===== config.mk =====
export PLATFORM = sky130hd
export DESIGN_NAME = kbc_obuf_arbiter
export DESIGN_NICKNAME = d
export VERILOG_FILES = /design/src/rtl/kbc_obuf_arbiter.sv
export SDC_FILE = /design/constraint.sdc
export NUM_CORES = 1
export LEC_CHECK = 0
export BUFFER_PORTS_ARGS = -buffer_cell sky130_fd_sc_hd__buf_4
export CORE_ASPECT_RATIO = 1.5
export CORE_UTILIZATION = 43
export CTS_CLUSTER_SIZE = 24
export DETAILED_ROUTE_END_ITERATION = 8
export PLACE_DENSITY = 0.82
export SLEW_MARGIN = 10
export SYNTH_ARGS = -nofsm -noshare
export SYNTH_HDL_FRONTEND = slang
export SYNTH_SLANG_ARGS = --single-unit

===== constraint.sdc =====
create_clock -name clk -period 1.6 [get_ports clk]
set_input_delay 0.24 -clock clk [delete_from_list [all_inputs] [get_ports clk]]
set_output_delay 0.24 -clock clk [all_outputs]
set_load 0.005 [all_outputs]

===== src/rtl/kbc_obuf_arbiter.sv =====
module kbc_obuf_arbiter #(
  parameter int BYTE_W = 8
) (
  input  logic              clk,
  input  logic              rst_n,
  input  logic [7:0]        mode,
  input  logic              kbd_load,
  input  logic [BYTE_W-1:0] kbd_byte,
  input  logic              aux_load,
  input  logic [BYTE_W-1:0] aux_byte,
  input  logic              host_rd,
  output logic [BYTE_W-1:0] rd_data,
  output logic [1:0]        pend,
  output logic              sts_full,
  output logic              sts_aux,
  output logic              oport_full,
  output logic              oport_aux,
  output logic              irq_kbd,
  output logic              irq_aux
);

  logic [BYTE_W-1:0] kbd_q, aux_q;
  logic              kbd_v, aux_v;
  logic              aux_only, take_kbd, take_aux;

  assign aux_only = aux_v & ~kbd_v;
  assign take_aux = host_rd & aux_only;
  assign take_kbd = host_rd & kbd_v;

  always_ff @(posedge clk) begin
    if (!rst_n) begin
      kbd_v <= 1'b0;
      kbd_q <= '0;
    end else if (kbd_load) begin
      kbd_v <= 1'b1;
      kbd_q <= kbd_byte;
    end else if (take_kbd) begin
      kbd_v <= 1'b0;
    end
  end

  always_ff @(posedge clk) begin
    if (!rst_n) begin
      aux_v <= 1'b0;
      aux_q <= '0;
    end else if (aux_load) begin
      aux_v <= 1'b1;
      aux_q <= aux_byte;
    end else if (take_aux) begin
      aux_v <= 1'b0;
    end
  end

  assign pend       = {aux_v, kbd_v};
  assign rd_data    = aux_only ? aux_q : kbd_q;
  assign sts_full   = kbd_v | aux_v;
  assign oport_full = kbd_v | aux_v;
  assign sts_aux    = aux_only;
  assign oport_aux  = aux_only;
  assign irq_aux    = rst_n & aux_only & mode[1];
  assign irq_kbd    = rst_n & kbd_v & mode[0] & ~mode[4];

endmodule



# Word-level counts from Yosys, hierarchy flattened
# Cells that the tools add are included.
[totals] reg_bits=18 inputBits=29 output_inout_bits=16 word_cells=22
[classes] muxes=5 bitwise=11 reduce_logical=2
[op_table] cell="$and 1x1->1" n=8
[op_table] cell="$mux 8" n=1
[op_table] cell="$mux 1" n=4
[op_table] cell="$reduce_bool 2->1" n=2
[op_table] cell="$not 1->1" n=2
[op_table] cell="$or 1x1->1" n=1

# Logic depth before layout (Yosys ltp)
[logic_depth] word_depth=5 mapped_depth=4 mapped_depth_nobuf=2

# Least setup slack after synthesis
# OpenSTA, ideal clock, no wires.
[synth_path] path_kind="reg-to-output" from="register kbd_v" to="output port rd_data[0]" t_arrival_ps=938 slack_ps=422 path_stages_with_launch=4 cell_sequence="dfxtp_1 -> nand2b_4 -> buf_6 -> mux2_4"
[synth_via] elab_chain_len=3
[synth_rtl] element="start, declared" line="23" rtl="logic kbd_v, aux_v;"
[synth_rtl] element="start signal, assigned" line="32" rtl="kbd_v <= 1'b0;"
[synth_rtl] element="start signal, assigned" line="35" rtl="kbd_v <= 1'b1;"
[synth_rtl] element="start signal, assigned" line="38" rtl="kbd_v <= 1'b0;"
[synth_rtl] element="$not 1->1" line="26" rtl="assign aux_only = aux_v & ~kbd_v;"
[synth_rtl] element="$and 1x1->1" line="26"
[synth_rtl] element="$mux 8" line="55" rtl="assign rd_data = aux_only ? aux_q : kbd_q;"
[synth_rtl] element="end, declared" line="12" rtl="output logic [BYTE_W-1:0] rd_data,"
# Every way passes these cells.

# Worst setup path after layout
[layout_path] from="register kbd_v" to="output port rd_data[6]"
# Same word-level chain as after synthesis.

==> results_dict.tcl <==
set metrics [dict create \
    grt_pass1_vias 633 \
    cp-start-kind "register" \
    overflow 0 \
    yosys_warnings 0 \
    drv_slew 0 \
    track_usage 0.171 \
    fin_nets 143 \
    start_util 0.464 \
    viasPerCell 4.94 \
    finClkSkew_ns 0.0000284 \
    dr.first_iter.drc_count 1 \
    hold_viol 0 \
    cp.required_ns 1.36 \
    via_count 662 \
    maxCapViolCount 0 \
    p_leak_nw 0.601 \
    insertion_delay_ns 0.29 \
    syn-num-nets 107 \
    period_minus_slack_ns 1.55 \
    finalWorstSetupSlack_ns 0.0454 \
    finalSetupViolCount 0 \
    critPathMaxFanout 7 \
    slew_headroom 0.897 \
    die_area_um2 2210 \
    syn2layout_area_growth_pct 35.9 \
    irDropWorstVdd_mv 0.494 \
    worstSetupPathType "reg2out" \
    avgSynthCellArea_um2 11.2 \
    cp-end-kind "output pin" \
    yosys_register_bits 18 \
    final_cells 134 \
    clk_pin_slew_ns 0.09 \
    clockBufferDepth 2 \
    htree_levels 1 \
    avgRoutedWirePerCell_um 12.2 \
    yosysSeqAreaShare 0.414 \
    synth_cells 78 \
    ios 45 \
    antenna_found_initial 0 \
    dp.cells 129 \
    r2r_slack_ns 0.85 \
    tightest_slew_ns 0.150 \
    placementRows 19 \
    cts_hold_buf 0 \
    cts_tree "built" \
    chipHeight_um 57.1 \
    pre_cts_ws_ns 0.244 \
    numClockSinks 18 \
    synthDistinctLibCells 17 \
    port_buffers 39 \
    drc 0 \
    cts-root-buf "clkbuf_4" \
    ant_nets 0 \
    hold_class "in2reg" \
    fp.dieW_um 38.7 \
    p_per_area_nw_per_um2 816 \
    drt-pass1-iter-count 2 \
    numCtsBuffers 3 \
    cp_data_arrival_time_ns 1.31 \
    gp_congestion 0.680 \
    grt_pass1_wl_um 2600 \
    syn-cell-area_um2 871 \
    antenna_cells 0 \
    grt_max_degree 21 \
    rsz0062_at_grt "false" \
    setup_tns_ns 0 \
    finalWirelength_um 1640 \
    core_um2 1880 \
    fmax_ghz 0.643 \
    drive_above_1_share 0.496 \
    period_share 0.972 \
    status "completed" \
]
Yosys cell counts (all sizes together):
library cell / number / area (um2)
nor2: 2 / 7.51
nand2b: 1 / 13.8
nand2: 1 / 3.75
or2: 1 / 6.26
buf: 7 / 53.8
mux2i: 16 / 160
dfxtp: 18 / 360
a21oi: 1 / 5.00
inv: 1 / 3.75
o21a: 1 / 7.51
o21ai: 1 / 5.00
mux2: 8 / 120
clkbuf: 2 / 7.51
nor2b: 17 / 106
and4b: 1 / 10.0
cell type report:
class	count	area [um2]
Fill cell	163	694
Multi-Input combinational cell	51	459
Sequential cell	18	365
Timing Repair Buffer	39	293
Clock buffer	4	36.3
Tap cell	21	26.3
Inverter	1	3.75
worst paths after layout:
check	to	depth (start not counted)	from
max	rd_data[6]	3	kbd_v
min	aux_v	2	host_rd
max reg2reg	kbd_v	2	kbd_v
min reg2reg	kbd_q[5]	2	kbd_q[5]
cells by family (layout without fill, tap and decap cells):
group           Yosys count  count (layout)  synth area share
mux                      24              24             0.322
simple gates             23              24             0.170
buf+inv                  10              44            0.0747
flops                    18              18             0.414
compound gates            3               3            0.0201
metal layers:
| layer | global-route usage | routed length (um) | vias to the layer above |
|---|---|---|---|
| li1 | - | - | 331 |
| met1 | 0.161 | 614 | 304 |
| met4 | 0.118 | 43 | 0 |
| met2 | 0.312 | 895 | 23 |
| met3 | 0.0233 | 84 | 4 |
| met5 | 0 | 0 | - |
state kept, by name (all words and copies together) (netlist names):
register  flops
aux_v         1
kbd_v         1
kbd_q         8
aux_q         8
power breakdown:
group | switching (mW) | internal [mW] | total [mW]
logic | 0.0684 | 0.132 | 0.201
clock network | 0.132 | 0.139 | 0.271
registers | 0.0183 | 0.475 | 0.494
worst max-delay path, stage by stage (launching register included):
cell and delay (ns):
dfxtp_4 0.38, nand2b_4 0.19, mux2_4 0.32, buf_4 0.14
through the flow:
stage                     hold slack, ns  power [mW]   util  cell area (um2)
after global routing               0.103        1.02  0.630             1180
after global placement             0.427       0.697  0.601             1130
after detailed placement           0.430       0.703  0.601             1130
after floorplan                    0.330       0.617      -              871
after CTS                          0.108       0.978  0.629             1180
final                              0.111       0.966  0.630             1180
layout by cell type (no fill, tap or decap):
cell type	synthesis	layout
a21oi_1	1	1
dfxtp_1	18	16
o21ai_0	1	1
nor2_1	2	2
clkbuf_8	0	1
dfxtp_4	0	1
dfxtp_2	0	1
o21a_1	1	1
nand2_1	1	1
mux2_4	8	8
nor2b_1	17	17
or2_2	1	1
mux2i_1	16	16
inv_1	1	1
and4b_1	1	1
buf_4	5	39
nand2b_4	1	2
clkbuf_4	0	3
repair_timing:
action                     4_1_cts  5_1_grt
setup endpoints to repair        8        8
resized for setup                3        1
gates cloned                     1        0
setup buffers                    0        0
(Power assumes the default switching activity.)
